## config.mk

```make
export PLATFORM = sky130hd
export DESIGN_NAME = gpio_bank
export DESIGN_NICKNAME = d
export VERILOG_FILES = /design/src/rtl/gpio_pkg.sv /design/src/rtl/gpio_sync.sv /design/src/rtl/gpio_pin_cell.sv /design/src/rtl/gpio_edge_det.sv /design/src/rtl/gpio_bank.sv
export SDC_FILE = /design/constraint.sdc
export NUM_CORES = 1
export LEC_CHECK = 0
export BUFFER_PORTS_ARGS = -buffer_cell sky130_fd_sc_hd__buf_4
export CAP_MARGIN = 20
export CORE_UTILIZATION = 52
export DETAILED_ROUTE_END_ITERATION = 16
export PLACE_DENSITY = 0.86
export SLEW_MARGIN = 40
export SYNTH_ARGS = -nofsm -noshare
export SYNTH_HDL_FRONTEND = slang
export SYNTH_SLANG_ARGS = --single-unit
```

## constraint.sdc

```tcl
create_clock -name clk -period 1.8 [get_ports clk]
set_clock_uncertainty 0.15 [all_clocks]
set_input_delay 0.36 -clock clk [delete_from_list [all_inputs] [get_ports clk]]
set_output_delay 0.36 -clock clk [all_outputs]
set_load 0.02 [all_outputs]
```

## src/rtl/gpio_pkg.sv

```systemverilog
// Shared types and constants of the GPIO bank.
// Assumes an 8-bit register bus; configuration bit positions are fixed.
package gpio_pkg;
    localparam int BUS_W = 8;

    typedef enum logic [1:0] {
        FN_GPIO = 2'd0,
        FN_ALT  = 2'd1,
        FN_EDGE = 2'd2,
        FN_SPARE = 2'd3
    } pin_fn_e;

    // bit7 open-drain, 6:4 reserved, 3:2 function, 1 polarity, 0 input
    typedef struct packed {
        logic     od;
        logic [2:0] rsvd;
        pin_fn_e  fn;
        logic     inv;
        logic     is_in;
    } pin_cfg_t;

    localparam logic [BUS_W-1:0] CFG_RESET = 8'h01;
    localparam logic [BUS_W-1:0] CFG_WMASK = 8'h8F;
    localparam int OFS_DATA = 0;
    localparam int OFS_STAT = 1;
    localparam int OFS_CFG0 = 2;
endpackage

```

## src/rtl/gpio_sync.sv

```systemverilog
// Two-flop resynchroniser for a vector of asynchronous pad inputs.
// Assumes each bit is independent; bits may settle on different cycles.
module gpio_sync #(
    parameter int W = 8
) (
    input  logic         clk,
    input  logic         rst_n,
    input  logic [W-1:0] async_in,
    output logic [W-1:0] sync_out
);
    logic [W-1:0] stage1;

    // Shift the raw inputs through two flops.
    always_ff @(posedge clk) begin
        if (!rst_n) begin
            stage1   <= '0;
            sync_out <= '0;
        end else begin
            stage1   <= async_in;
            sync_out <= stage1;
        end
    end
endmodule

```

## src/rtl/gpio_pin_cell.sv

```systemverilog
// Combinational pad and readback logic for one pin.
// Assumes the configuration is already masked; the sync input is clean.
module gpio_pin_cell
    import gpio_pkg::*;
(
    input  pin_cfg_t cfg,
    input  logic     data_bit,
    input  logic     alt_bit,
    input  logic     sync_bit,
    output logic     pad_out,
    output logic     pad_oe,
    output logic     rd_bit,
    output logic     periph_bit
);
    logic src;
    logic eff;

    // Pick the output source and apply polarity.
    always_comb begin
        src = (cfg.fn == FN_ALT) ? alt_bit : data_bit;
        eff = src ^ cfg.inv;
    end

    // Drive the pad: input, open-drain or push-pull.
    always_comb begin
        if (cfg.is_in) begin
            pad_out = 1'b0;
            pad_oe  = 1'b0;
        end else if (cfg.od) begin
            pad_out = 1'b0;
            pad_oe  = ~eff;
        end else begin
            pad_out = eff;
            pad_oe  = 1'b1;
        end
    end

    // Readback and peripheral input see the polarity-applied input.
    always_comb begin
        periph_bit = sync_bit ^ cfg.inv;
        rd_bit     = cfg.is_in ? periph_bit : data_bit;
    end
endmodule

```

## src/rtl/gpio_edge_det.sv

```systemverilog
// Either-edge detector with sticky, write-one-to-clear status bits.
// Assumes inputs are synchronised; set takes priority over clear.
module gpio_edge_det #(
    parameter int W = 8
) (
    input  logic         clk,
    input  logic         rst_n,
    input  logic [W-1:0] sync_in,
    input  logic [W-1:0] arm,
    input  logic [W-1:0] clr,
    output logic [W-1:0] status
);
    logic [W-1:0] prev;

    // Remember last synchronised level for change detection.
    always_ff @(posedge clk) begin
        if (!rst_n) prev <= '0;
        else        prev <= sync_in;
    end

    // Accumulate armed edges, drop bits written with 1.
    always_ff @(posedge clk) begin
        if (!rst_n) status <= '0;
        else        status <= (status & ~clr) | (arm & (sync_in ^ prev));
    end
endmodule

```

## src/rtl/gpio_bank.sv

```systemverilog
// GPIO bank: per-pin configuration, shared data register, pad muxing,
// alternate-function routing and either-edge interrupts.
// Assumes NPINS <= 8 and that the address space holds NPINS+2 registers.
module gpio_bank
    import gpio_pkg::*;
#(
    parameter int NPINS  = 8,
    parameter int ADDR_W = 4
) (
    input  logic              clk,
    input  logic              rst_n,
    input  logic [ADDR_W-1:0] bus_addr,
    input  logic              bus_wr,
    input  logic [BUS_W-1:0]  bus_wdata,
    output logic [BUS_W-1:0]  bus_rdata,
    input  logic [NPINS-1:0]  pad_in,
    output logic [NPINS-1:0]  pad_out,
    output logic [NPINS-1:0]  pad_oe,
    input  logic [NPINS-1:0]  alt_out,
    output logic [NPINS-1:0]  periph_in,
    output logic              irq
);
    localparam logic [ADDR_W-1:0] A_DATA = ADDR_W'(OFS_DATA);
    localparam logic [ADDR_W-1:0] A_STAT = ADDR_W'(OFS_STAT);

    pin_cfg_t         cfg_q [NPINS];
    logic [NPINS-1:0] data_q;
    logic [NPINS-1:0] sync_vec;
    logic [NPINS-1:0] rd_vec;
    logic [NPINS-1:0] arm_vec;
    logic [NPINS-1:0] clr_vec;
    logic [NPINS-1:0] status_vec;
    logic [NPINS-1:0] dir_vec;
    logic [NPINS-1:0] od_vec;

    gpio_sync #(.W(NPINS)) u_sync (
        .clk      (clk),
        .rst_n    (rst_n),
        .async_in (pad_in),
        .sync_out (sync_vec)
    );

    // Data register write.
    always_ff @(posedge clk) begin
        if (!rst_n)                          data_q <= '0;
        else if (bus_wr && bus_addr == A_DATA) data_q <= bus_wdata[NPINS-1:0];
    end

    // Status clear mask from a write to the status address.
    always_comb begin
        clr_vec = (bus_wr && bus_addr == A_STAT) ? bus_wdata[NPINS-1:0] : '0;
    end

    for (genvar i = 0; i < NPINS; i++) begin : g_pin
        localparam logic [ADDR_W-1:0] A_CFG = ADDR_W'(OFS_CFG0 + i);

        // Per-pin configuration register, reserved bits masked.
        always_ff @(posedge clk) begin
            if (!rst_n)                         cfg_q[i] <= pin_cfg_t'(CFG_RESET);
            else if (bus_wr && bus_addr == A_CFG) cfg_q[i] <= pin_cfg_t'(bus_wdata & CFG_WMASK);
        end

        gpio_pin_cell u_cell (
            .cfg        (cfg_q[i]),
            .data_bit   (data_q[i]),
            .alt_bit    (alt_out[i]),
            .sync_bit   (sync_vec[i]),
            .pad_out    (pad_out[i]),
            .pad_oe     (pad_oe[i]),
            .rd_bit     (rd_vec[i]),
            .periph_bit (periph_in[i])
        );

        // Per-pin control flags for the detector and the checker.
        always_comb begin
            arm_vec[i] = (cfg_q[i].fn == FN_EDGE);
            dir_vec[i] = cfg_q[i].is_in;
            od_vec[i]  = cfg_q[i].od;
        end
    end

    gpio_edge_det #(.W(NPINS)) u_edge (
        .clk     (clk),
        .rst_n   (rst_n),
        .sync_in (sync_vec),
        .arm     (arm_vec),
        .clr     (clr_vec),
        .status  (status_vec)
    );

    // Interrupt output.
    always_comb irq = |status_vec;

    // Combinational read mux.
    always_comb begin
        bus_rdata = '0;
        if (bus_addr == A_DATA) begin
            bus_rdata[NPINS-1:0] = rd_vec;
        end else if (bus_addr == A_STAT) begin
            bus_rdata[NPINS-1:0] = status_vec;
        end else begin
            for (int i = 0; i < NPINS; i++) begin
                if (bus_addr == ADDR_W'(OFS_CFG0 + i)) bus_rdata = cfg_q[i];
            end
        end
    end
endmodule

```

Word-level counts from Yosys, hierarchy flattened. Memories as Yosys holds them, arrays and structs flattened. Index checks and enable logic that the tools add are counted.

RAM bits: 40. Output and inout bits: 33. Memories: 1. Bits of input ports: 31. Register bits after elaboration: 40.

Memories: cfg_q (words 8, bits a word 5, rd ports 8, clocked after Yosys merged registers in 0, write ports 8, RTL line gpio_bank.sv:26) `pin_cfg_t cfg_q [NPINS];`.

Bitwise logic cells: 37. Equal/unequal tests: 25. Mux-type cells: 92. Reductions and logical operators: 12.

Operators with widths (count): 8-bit two-way mux (11); 1-bit two-way mux (73); 5-bit two-way mux (8); 8-bit AND (2); 2-bit by 1-bit equality test with 1-bit output, second input constant (8); 2-bit equality test, second input constant (8); 4-bit by 3-bit equality test with 1-bit output, second input constant (4); 1-bit bitwise XOR (16); 1-bit logical AND (10); 4-bit by 2-bit equality test with 1-bit output, second input constant (2); 4-bit equality test, second input constant (2); 1-bit inverter (8); 8-bit inverter (1); 1-bit bitwise OR (8); 8-bit bitwise OR (1); 8-bit OR reduction (1); 8-bit bitwise XOR (1); 4-bit by 1-bit equality test with 1-bit output, second input constant (1); 4-bit zero test (1).

Longest topological paths before layout. Gate-level depths: netlist of the first run.

Word-level depth: 11. Depth in mapped cells: 7.

Cells and area by module. Synthesis of the first run repeated with hierarchy kept, for this count alone.

Cells, all modules: 392. Area total of the unflattened synthesis: 4267.8 sq um.

By module, submodules not included: gpio_bank (cells each 245, area each 2645.0 sq um, seq. area each 1361.3 sq um, instances 1); gpio_edge_det (cells each 58, area each 615.6 sq um, seq. area each 320.3 sq um, instances 1); gpio_pin_cell (cells each 7, area each 70.1 sq um, seq. area each 0.0 sq um, instances 8); gpio_sync (cells each 33, area each 446.7 sq um, seq. area each 320.3 sq um, instances 1).

Worst setup path before layout of the first run. OpenSTA, ideal clock, no wires.

Path type: input to output. Start point: in bus_addr[0]. End point: out bus_rdata[3]. Path slack: -0.387 ns. Stages: 5. Data required time: 1.290 ns. Arrival: 1.677 ns. Cells stage by stage: buf_4 buf_4 buf_2 a221o_1 a211oi_1.

Longest elaborated chain between the ends: 11.

Ends and longest elaborated chain: start: declaration (RTL line gpio_bank.sv:12) `input logic [ADDR_W-1:0] bus_addr,`; 4-bit by 2-bit equality test with 1-bit output (RTL line gpio_bank.sv:103) `if (bus_addr == ADDR_W'(OFS_CFG0 + i)) bus_rdata = cfg_q[i];`; 8-bit two-way mux (8 in a row) (RTL line gpio_bank.sv:103); 8-bit two-way mux (RTL line gpio_bank.sv:99) `end else if (bus_addr == A_STAT) begin`; 8-bit two-way mux * (RTL line gpio_bank.sv:97) `if (bus_addr == A_DATA) begin`; end: declaration (RTL line gpio_bank.sv:15) `output logic [BUS_W-1:0] bus_rdata,`.

Every way passes the cells marked *; elsewhere a longest branch is shown, timed or not.

==> impl_metrics.py, run 1 <==
metrics = {
    "timing": {
        "worst_hold_slack_ns": 0.0464,
        "layout_setup_ws_ns": -0.457,
        "max_slew.worst_pin.slew_ns": 0.327,
        "max_freq_mhz": 443,
        "finalSetupTns_ns": -8.37,
        "hold_viol_final": 0,
        "slew-limit-headroom_pct": 78.1,
        "grt_setup_unrepaired": "yes",
        "final_count_of_pins_violating_max_slew": 0,
        "finalSetupViolCount": 26,
        "finalCriticalPeriod_ns": 2.26,
        "layout_worst_path_cycle_share_pct": 125,
    },
    "worst_setup_path": {
        "worst_path_max_delay_cell": "edfxtp_1",
        "critical_path.max_stage_delay_ns": 0.41,
        "crit_type": "flip-flop to output pin",
        "crit_path_end_kind": "output pin",
        "reg2reg_to": "u_edge.status[5]$_SDFF_PN0_",
        "critical_path.cell_chain": "nor2b_1 -> mux2i_1 -> xnor2_1 -> nor3b_2 -> buf_4",
        "critical_path_required_ns": 1.29,
        "ff2ff_path_depth": 5,
        "worst_r2r_startpoint": "cfg_q[1][8]$_SDFFCE_PN0P_",
        "critical_path.startpoint_type": "flip-flop",
        "worstPathMaxFanout": 2,
        "crit_path_end": "pad_out[7]",
        "reg2reg_slack_ns": 0.37,
        "critPathArrivalTime_ns": 1.75,
        "crit_path_start": "cfg_q[1][18]$_SDFFCE_PN0P_",
    },
    "die": {
        "fp.dieArea_mm2": 0.00855,
        "coreArea_mm2": 0.00781,
        "boundaryPins": 64,
        "floorplan.die.height_um": 92.5,
        "placement_rows": 32,
        "chipWidth_um": 92.5,
        "initial_utilization_pct": 54.5,
    },
    "clock_network": {
        "worst_skew_late_latency_ns": 0.36,
        "cts-root-to-sink-buffers": 2,
        "clk_pin_slew_worst_paths_ns": 0.09,
        "clock-sinks": 80,
        "ctsHtreeMaxLevel": 3,
        "cts-root-buf": "clkbuf_8",
        "cts_made_buffers": 9,
        "tritoncts_clock_tree": "built",
        "cts_hold_buf": 0,
    },
    "final_layout": {
        "nets": 557,
        "areaGrowthSynthToFinish_pct": 36.4,
        "post_route_cells_drive_above_1_share_pct": 39.9,
        "nFillCells": 552,
        "antenna_cells": 0,
    },
    "power": {
        "irDropWorstVdd_uv": 577,
        "power.density_mw_per_mm2": 781,
        "total_switching_power_mw": 1.19,
        "static-leakage-power_nw": 2.40,
        "pwr-share-comb_pct": 19.1,
        "clock_power_share_pct": 35.0,
        "internal_power_mw": 3.33,
        "seqPwrFrac_pct": 45.9,
        "swShare_pct": 26.4,
    },
    "detailed_routing": {
        "finalWirelength_um": 11800,
        "initial_drt_markers": 201,
        "vias": 3580,
        "drtPass1Iterations": 5,
        "post_drt_wl_per_cell_um": 18.6,
        "antenna_left": 0,
        "drc": 0,
        "average_vias_per_placed_instance": 5.66,
    },
    "synth": {
        "synth_warnings": 0,
        "synth_cells": 408,
        "synth_cell_type_count": 45,
        "synth_top_area_share_pct": 28.2,
        "postSynth.topFlopCell": "edfxtp_1",
        "syn_area_per_cell_um2": 10.4,
        "yosysTopAreaCell": "edfxtp_1",
        "synthMostInstantiatedCell": "and2_1",
        "synth_edf_count": 40,
        "synthesized_net_count": 439,
        "synth_area_mm2": 0.00425,
        "synth-seq-cells": 80,
        "ys_top_cells_by_count": "57 x and2_1, 40 x dfxtp_1, 40 x edfxtp_1",
        "netlist_top_cells_area": "edfxtp_1 28%, dfxtp_1 19%, and2_1 8.4%",
        "synth-seq-area-share_pct": 47.1,
        "asyncSetResetFlopFracSynth_pct": 0,
    },
    "global_route": {
        "grt_start_max_net_pins": 23,
        "antenna_violations_before_repair": 0,
        "grt_pass1_wl_um": 17800,
        "grt_remaining_overflow": 0,
        "first_global_vias": 3460,
        "grtUsageTotal_pct": 28.1,
    },
    "placement": {
        "hpwlAfterDp_um": 8330,
        "placement.io_buffers": 63,
        "detailedPlace.worstSlack_ns": -0.364,
        "routabilityCongestion": 0.952,
    },
    "status": {
        "failing_checks": "negative setup slack",
        "run_status": "finished with violations",
    },
    "run": {
        "cap_viol_max_count": 0,
    },
    "hold_path": {
        "hp-class": "input pin to flip-flop",
    },
}
==> power by group through the flow <==
stage	Clock (mW)	Sequential, mW	Combinational, mW
2_1_floorplan	0	2.09	0.456
5_1_grt	1.65	2.09	0.914
3_3_place_gp	0	2.11	0.730
4_1_cts	1.59	2.07	0.807
3_5_place_dp	0	2.11	0.742
6_report	1.58	2.08	0.867
==> worst max-delay path: cells and delay by family, from the launching register on <==
| kind | cells | cell delay, ns |
|---|---|---|
| xor+xnor | 1 | 0.18 |
| buf+inv | 1 | 0.17 |
| flops | 1 | 0.41 |
| mux | 1 | 0.25 |
| simple gates | 2 | 0.39 |
==> cell usage in the layout, fill, tap and decap left out, types with 9 or more instances in the layout <==
cell,count
a21oi_1,16
and2_1,57
buf_4,132
buf_6,12
clkbuf_8,9
dfxtp_1,40
edfxtp_1,40
mux2i_1,23
nand2_1,14
nand2b_1,10
nor2_1,15
nor2b_1,9
nor3b_2,9
o21ai_0,12
xnor2_1,16
==> per-layer routing <==
metal  global-route usage, %  wire (µm)
met1                    36.2       4860
met2                    47.0       5850
met3                    4.76        772
met4                    10.9        265
met5                       0          0
==> how the worst min path moves through the flow <==
stage | from | to | slack [ns] | cells past startpoint
final | pad_in[5] | u_sync.stage1[5]$_SDFF_PN0_ | 0.05 | 2
after global routing | pad_in[5] | u_sync.stage1[5]$_SDFF_PN0_ | 0.05 | 2
after CTS | pad_in[5] | u_sync.stage1[5]$_SDFF_PN0_ | 0.04 | 2
after detailed placement | u_sync.stage1[3]$_SDFF_PN0_ | u_sync.sync_out[3]$_SDFF_PN0_ | 0.27 | 1
after global placement | u_sync.stage1[0]$_SDFF_PN0_ | u_sync.sync_out[0]$_SDFF_PN0_ | 0.26 | 1
after floorplan | u_sync.stage1[0]$_SDFF_PN0_ | u_sync.sync_out[0]$_SDFF_PN0_ | 0.26 | 1
==> area by class of cell <==
cell class                      instances  area, µm²  area share, %
Multi-Input combinational cell        282       2210           38.1
Inverter                                6       22.5          0.388
Tap cell                              102        128           2.20
Timing Repair Buffer                  147       1190           20.4
Clock inverter                          4       52.6          0.906
Clock buffer                           12        199           3.43
Sequential cell                        80       2000           34.5
==> state kept, by name, indices dropped and copies added (netlist names) <==
register / flops
u_sync.stage1: 8
u_edge.prev: 8
u_edge.status: 8
cfg_q: 40
data_q: 8
u_sync.sync_out: 8
==> what timing repair did <==
item,4_1_cts,5_1_grt
cloned,0,0
pin swaps,27,15
gates resized for setup,34,24
endpoints found under the setup margin,29,28
endpoints found under the hold margin,0,0
buffers inserted,12,9
==> metrics by stage <==
stage          total power [mW]  area (µm²)  std cells  util [%]
6_report                   4.53        5800        633      74.3
5_1_grt                    4.65        5800        633      74.3
3_5_place_dp               2.85        5130        599      65.8
4_1_cts                    4.47        5630        626      72.1
3_3_place_gp               2.84        5130        599      65.8
2_1_floorplan              2.55        4310        408         -
==> kinds of logic after synthesis <==
family,after synthesis,share of synthesized area (%)
muxes,29,6.91
and+or+nand+nor,147,21.4
buffers and inverters,46,6.94
DFF,80,47.1
xor gates and xnor gates,24,4.94
AOI/OAI and AO/OA,82,12.7
Power figures use the tool's default switching activity.
==> inputs of run 2 (changes only) <==
--- a/config.mk
+++ b/config.mk
@@ -5,11 +5,11 @@
 export SDC_FILE = /design/constraint.sdc
 export NUM_CORES = 1
 export LEC_CHECK = 0
-export BUFFER_PORTS_ARGS = -buffer_cell sky130_fd_sc_hd__buf_4
 export CAP_MARGIN = 20
-export CORE_UTILIZATION = 52
+export CORE_UTILIZATION = 56
 export DETAILED_ROUTE_END_ITERATION = 16
-export PLACE_DENSITY = 0.86
+export DONT_BUFFER_PORTS = 1
+export PLACE_DENSITY = 0.83
 export SLEW_MARGIN = 40
 export SYNTH_ARGS = -nofsm -noshare
 export SYNTH_HDL_FRONTEND = slang
==> run 2 against run 1 <==
Die area fell by 7.0%. The run still ends with negative setup slack left. Design area fell by 10%. Critical endpoint is now pad_out[0]. Maximum frequency rose by 0.27%. Critical path type unchanged. Largest power group unchanged.
==> impl_metrics.py, run 2 (synthesized netlist as in run 1, its figures left out) <==
metrics = {
    "timing": {
        "worst_hold_slack_ns": 0.0103,
        "grt_setup_unrepaired": "yes",
        "hold_viol_final": 0,
        "max_freq_mhz": 444,
        "max_slew.worst_pin.slew_ns": 0.537,
        "layout_worst_path_cycle_share_pct": 125,
        "finalCriticalPeriod_ns": 2.25,
        "slew-limit-headroom_pct": 64.2,
        "final_count_of_pins_violating_max_slew": 0,
        "layout_setup_ws_ns": -0.451,
        "finalSetupViolCount": 25,
    },
    "die": {
        "fp.dieArea_mm2": 0.00795,
        "coreArea_mm2": 0.00729,
        "initial_utilization_pct": 58.3,
        "floorplan.die.height_um": 89.2,
        "placement_rows": 31,
        "chipWidth_um": 89.2,
        "boundaryPins": 64,
    },
    "final_layout": {
        "largest_register_ff_count": 40,
        "layout_commonest_cell": "buf_4",
        "layout_common_cells": "76 x buf_4, 57 x and2_1, 40 x edfxtp_1, 40 x dfxtp_1, 25 x mux2i_1",
        "post_route_cells_drive_above_1_share_pct": 29.6,
        "areaGrowthSynthToFinish_pct": 22.3,
        "largest_register": "cfg_q",
        "utilization_pct": 71.3,
        "antenna_cells": 0,
        "design_area_mm2": 0.00520,
        "nets": 502,
        "nFillCells": 523,
    },
    "global_route": {
        "grt_remaining_overflow": 0,
        "grt_pass1_wl_um": 16500,
        "antenna_violations_before_repair": 0,
        "grtUsageTotal_pct": 29.0,
        "grt_start_max_net_pins": 36,
        "first_global_vias": 3378,
    },
    "detailed_routing": {
        "post_drt_wl_per_cell_um": 18.6,
        "drc": 0,
        "vias": 3398,
        "initial_drt_markers": 395,
        "average_vias_per_placed_instance": 5.91,
        "drtPass1Iterations": 5,
        "finalWirelength_um": 10700,
        "antenna_left": 0,
    },
    "status": {
        "run_status": "finished with violations",
        "failing_checks": "negative setup slack",
    },
    "clock_network": {
        "tritoncts_clock_tree": "built",
        "clock-sinks": 80,
        "cts-root-buf": "clkbuf_8",
        "cts_made_buffers": 9,
        "clk_pin_slew_worst_paths_ns": 0.08,
        "worst_skew_late_latency_ns": 0.36,
        "cts-root-to-sink-buffers": 2,
        "ctsHtreeMaxLevel": 3,
    },
    "worst_setup_path": {
        "worst_path_max_delay_cell": "edfxtp_1",
        "crit_path_end_kind": "output pin",
        "critical_path_required_ns": 1.29,
        "crit_path_start": "cfg_q[0][3]$_SDFFCE_PN0P_",
        "worstPathMaxFanout": 3,
        "worst_r2r_startpoint": "cfg_q[1][8]$_SDFFCE_PN0P_",
        "critical_path.max_stage_delay_ns": 0.46,
        "critical_path.cell_chain": "nor2b_2 -> mux2i_1 -> xnor2_1 -> nor3b_2 -> buf_4",
        "crit_type": "flip-flop to output pin",
        "critical_path.startpoint_type": "flip-flop",
        "critPathArrivalTime_ns": 1.74,
    },
    "placement": {
        "placement.io_buffers": 0,
        "hpwlAfterDp_um": 7420,
        "placedInstanceArea_mm2": 0.00466,
        "routabilityCongestion": 0.991,
    },
    "power": {
        "power.density_mw_per_mm2": 759,
        "irDropWorstVdd_uv": 796,
        "static-leakage-power_nw": 2.03,
    },
    "hold_path": {
        "hp-class": "input pin to flip-flop",
        "launch_instance_of_the_worst_min_delay_path": "bus_wdata[7]",
    },
    "run": {
        "cap_viol_max_count": 0,
    },
}
## run 2: critical path, delay by kind of cell (launching register included)
family                    cells  cell delay [ns]
DFF                           1             0.46
buffers and inverters         1             0.16
xor gates and xnor gates      1             0.15
and+or+nand+nor               2             0.38
muxes                         1             0.23
## run 2: power by group
group          internal, mW  switching (mW)
logic                 0.338           0.332
clock network         0.512           0.699
registers              2.00          0.0748
## run 2: path summary, 6_finish.rpt
check	to	slack (ns)	depth (start not counted)
worst max-delay path	pad_out[0]	-0.45	5
worst min-delay path	data_q[7]$_SDFFE_PN0P_	0.01	2
worst max register to register	u_edge.status[5]$_SDFF_PN0_	0.49	4
worst min register to register	u_sync.sync_out[0]$_SDFF_PN0_	0.29	1
## run 2: through the flow
step | power, mW | cells | setup WS, ns | setup TNS, ns
2_1_floorplan | 2.55 | 408 | -0.151 | -0.641
3_3_place_gp | 2.65 | 536 | -0.0294 | -0.104
3_5_place_dp | 2.67 | 536 | -0.0715 | -0.669
4_1_cts | 3.93 | 576 | -0.421 | -7.64
5_1_grt | 4.08 | 575 | -0.522 | -9.38
6_report | 3.95 | 575 | -0.451 | -7.43
## run 2: layer usage
| metal | track usage, % | vias to the layer above | part of all wire (%) |
|---|---|---|---|
| met3 | 9.97 | 30 | 9.5 |
| met2 | 48.4 | 173 | 49 |
| met5 | 0 | - | 0 |
| met4 | 11.8 | 0 | 2.6 |
| met1 | 34.5 | 1654 | 39 |
| li1 | - | 1541 | - |
## run 2: layout make-up
type / instances / area [µm²] / area share (%)
Sequential cell: 80 / 2000 / 38.5
Clock inverter: 7 / 51.3 / 0.986
Tap cell: 99 / 124 / 2.38
Inverter: 6 / 22.5 / 0.433
Timing Repair Buffer: 92 / 731 / 14.0
Multi-Input combinational cell: 282 / 2150 / 41.3
Clock buffer: 9 / 124 / 2.38
## run 2: repair_timing
item,CTS,global route
endpoints found under the setup margin,27,26
resized for setup,25,12
endpoints found under the hold margin,35,0
cloned,0,0
pin swaps,22,14
hold buffers,12,0
setup buffers,12,0
==> inputs of run 3 (changes only) <==
--- a/config.mk
+++ b/config.mk
@@ -9,7 +9,7 @@
 export CORE_UTILIZATION = 56
 export DETAILED_ROUTE_END_ITERATION = 16
 export DONT_BUFFER_PORTS = 1
-export PLACE_DENSITY = 0.83
+export PLACE_DENSITY = 0.8
 export SLEW_MARGIN = 40
 export SYNTH_ARGS = -nofsm -noshare
 export SYNTH_HDL_FRONTEND = slang
==> constraint.sdc (replaced) <==
create_clock -name clk -period 2.4 [get_ports clk]
set_clock_uncertainty 0.15 [all_clocks]
set_input_delay 0.48 -clock clk [delete_from_list [all_inputs] [get_ports clk]]
set_output_delay 0.48 -clock clk [all_outputs]
set_load 0.02 [all_outputs]
==> run 3 against run 2 <==
Die area did not move. Cell count fell by 8.0%. Via count fell by 7.1%. Design area fell by 7.4%. Worst hold slack improved by 0.079 ns. The flow still finishes with violations (negative setup slack). Critical path type unchanged. Core utilization fell by 5.3 points. Routed wire length fell by 1.8%.
==> impl_metrics.py, run 3 (synthesized netlist as in run 1, its figures left out) <==
metrics = {
    "timing": {
        "max_slew.worst_pin.slew_ns": 0.449,
        "finalSetupViolCount": 2,
        "hold_viol_final": 0,
        "final_count_of_pins_violating_max_slew": 0,
        "finalSetupTns_ns": -0.0188,
        "layout_worst_path_cycle_share_pct": 100,
        "grt_setup_unrepaired": "yes",
        "layout_setup_ws_ns": -0.0103,
        "finalCriticalPeriod_ns": 2.41,
        "max_freq_mhz": 415,
        "slew-limit-headroom_pct": 69.8,
    },
    "worst_setup_path": {
        "worstPathMaxFanout": 3,
        "critPathBufInv": 1,
        "critical_path_required_ns": 1.77,
        "critical_path.startpoint_type": "flip-flop",
        "critical_path.cell_chain": "nor2b_2 -> mux2i_1 -> xnor2_1 -> nor3b_2 -> buf_4",
        "worst_path_max_delay_cell": "edfxtp_1",
        "top_family_by_delay_on_critical_path": "flip-flops",
        "crit_type": "flip-flop to output pin",
        "critical_path.max_stage_delay_ns": 0.46,
        "critPathArrivalTime_ns": 1.78,
        "worst_r2r_startpoint": "cfg_q[1][7]$_SDFFCE_PN0P_",
        "crit_path_start": "cfg_q[0][8]$_SDFFCE_PN0P_",
        "crit_path_end_kind": "output pin",
    },
    "die": {
        "initial_utilization_pct": 58.3,
        "coreArea_mm2": 0.00729,
        "placement_rows": 31,
        "fp.dieArea_mm2": 0.00795,
        "floorplan.die.height_um": 89.2,
        "boundaryPins": 64,
        "chipWidth_um": 89.2,
    },
    "clock_network": {
        "worst_skew_late_latency_ns": 0.36,
        "clk_pin_slew_worst_paths_ns": 0.08,
        "clock-sinks": 80,
        "cts-root-buf": "clkbuf_8",
        "tritoncts_clock_tree": "built",
        "cts_hold_buf": 0,
        "ctsHtreeMaxLevel": 3,
        "cts-root-to-sink-buffers": 2,
        "cts_made_buffers": 9,
    },
    "status": {
        "run_status": "finished with violations",
        "failing_checks": "negative setup slack",
    },
    "hold_path": {
        "hp-class": "input pin to flip-flop",
        "launch_instance_of_the_worst_min_delay_path": "pad_in[3]",
    },
    "detailed_routing": {
        "drc": 0,
        "average_vias_per_placed_instance": 5.97,
        "initial_drt_markers": 221,
        "vias": 3156,
        "finalWirelength_um": 10500,
        "drtPass1Iterations": 5,
        "antenna_left": 0,
        "post_drt_wl_per_cell_um": 19.9,
    },
    "placement": {
        "placement.io_buffers": 0,
        "hpwlAfterDp_um": 7140,
        "routabilityCongestion": 0.908,
    },
    "final_layout": {
        "post_route_cells_drive_above_1_share_pct": 23.5,
        "utilization_pct": 66.1,
        "largest_register_ff_count": 40,
        "layout_common_cells": "57 x and2_1, 45 x buf_4, 40 x edfxtp_1, 40 x dfxtp_1, 24 x mux2i_1",
        "layout_commonest_cell": "and2_1",
        "largest_register": "cfg_q",
        "nets": 456,
        "final-seq-area_mm2": 0.00200,
        "antenna_cells": 0,
        "multi_input_comb_area_mm2": 0.00209,
        "nFillCells": 571,
        "areaGrowthSynthToFinish_pct": 13.2,
    },
    "power": {
        "internal_power_mw": 2.32,
        "total_switching_power_uw": 761,
        "power.density_mw_per_mm2": 639,
        "clock_power_share_pct": 36.2,
        "static-leakage-power_nw": 1.85,
        "pwr-share-comb_pct": 13.0,
        "p_total_mw": 3.08,
        "irDropWorstVdd_uv": 350,
        "swShare_pct": 24.7,
        "seqPwrFrac_pct": 50.8,
    },
    "global_route": {
        "antenna_violations_before_repair": 0,
        "first_global_vias": 2981,
        "grt_remaining_overflow": 0,
        "grtUsageTotal_pct": 28.0,
        "grt_start_max_net_pins": 44,
        "grt_pass1_wl_um": 15800,
    },
    "run": {
        "cap_viol_max_count": 0,
    },
}
[run 3: per-stage QoR]
step,hold WS [ns],setup slack [ns],std cells,area (µm²)
after detailed placement,0.269,0.0997,498,4340
after floorplan,0.262,0.0284,408,4260
final,0.0898,-0.0103,529,4820
after CTS,0.0820,0.0113,517,4620
after global placement,0.264,0.0739,498,4340
after global routing,0.0779,-0.119,529,4820
[run 3: power groups by stage]
stage	combinational, mW	sequential [mW]	clock [mW]
finish	0.401	1.56	1.11
global route	0.430	1.57	1.18
CTS	0.359	1.56	1.12
detailed placement	0.347	1.59	0
global placement	0.340	1.59	0
floorplan	0.328	1.57	0
[run 3: worst register-to-register path, cell delays in order (launching register included)]
cell      delay [ns]
edfxtp_1        0.46
buf_4           0.17
nor3b_1         0.25
o21a_1          0.16
[run 3: layer usage]
layer / up-vias / wire length, µm / track usage (%)
met3: 30 / 869 / 8.22
met4: 0 / 266 / 11.0
met1: 1522 / 4370 / 35.9
met2: 152 / 5000 / 44.7
li1: 1452 / - / -
met5: - / 0 / 0
[run 3: cell type report]
class                           instances  share of cell area (%)
Clock inverter                          4                   0.961
Multi-Input combinational cell        282                    43.3
Clock buffer                           12                    3.90
Tap cell                               99                    2.57
Timing Repair Buffer                   46                    7.25
Sequential cell                        80                    41.6
Inverter                                6                   0.468
[run 3: final timing paths]
kind	to	slack, ns	cells after the start
worst max-delay path	pad_out[1]	-0.01	5
worst min-delay path	u_sync.stage1[3]$_SDFF_PN0_	0.09	1
worst max register to register	u_edge.status[5]$_SDFF_PN0_	1.16	3
worst min register to register	u_sync.sync_out[6]$_SDFF_PN0_	0.29	1
[run 3: repair_timing]
| item | in CTS | in global routing |
|---|---|---|
| gates cloned | 0 | 0 |
| setup buffers | 3 | 12 |
| pin swaps | 0 | 7 |
| setup endpoints to repair | 6 | 20 |
| gates resized for setup | 5 | 27 |
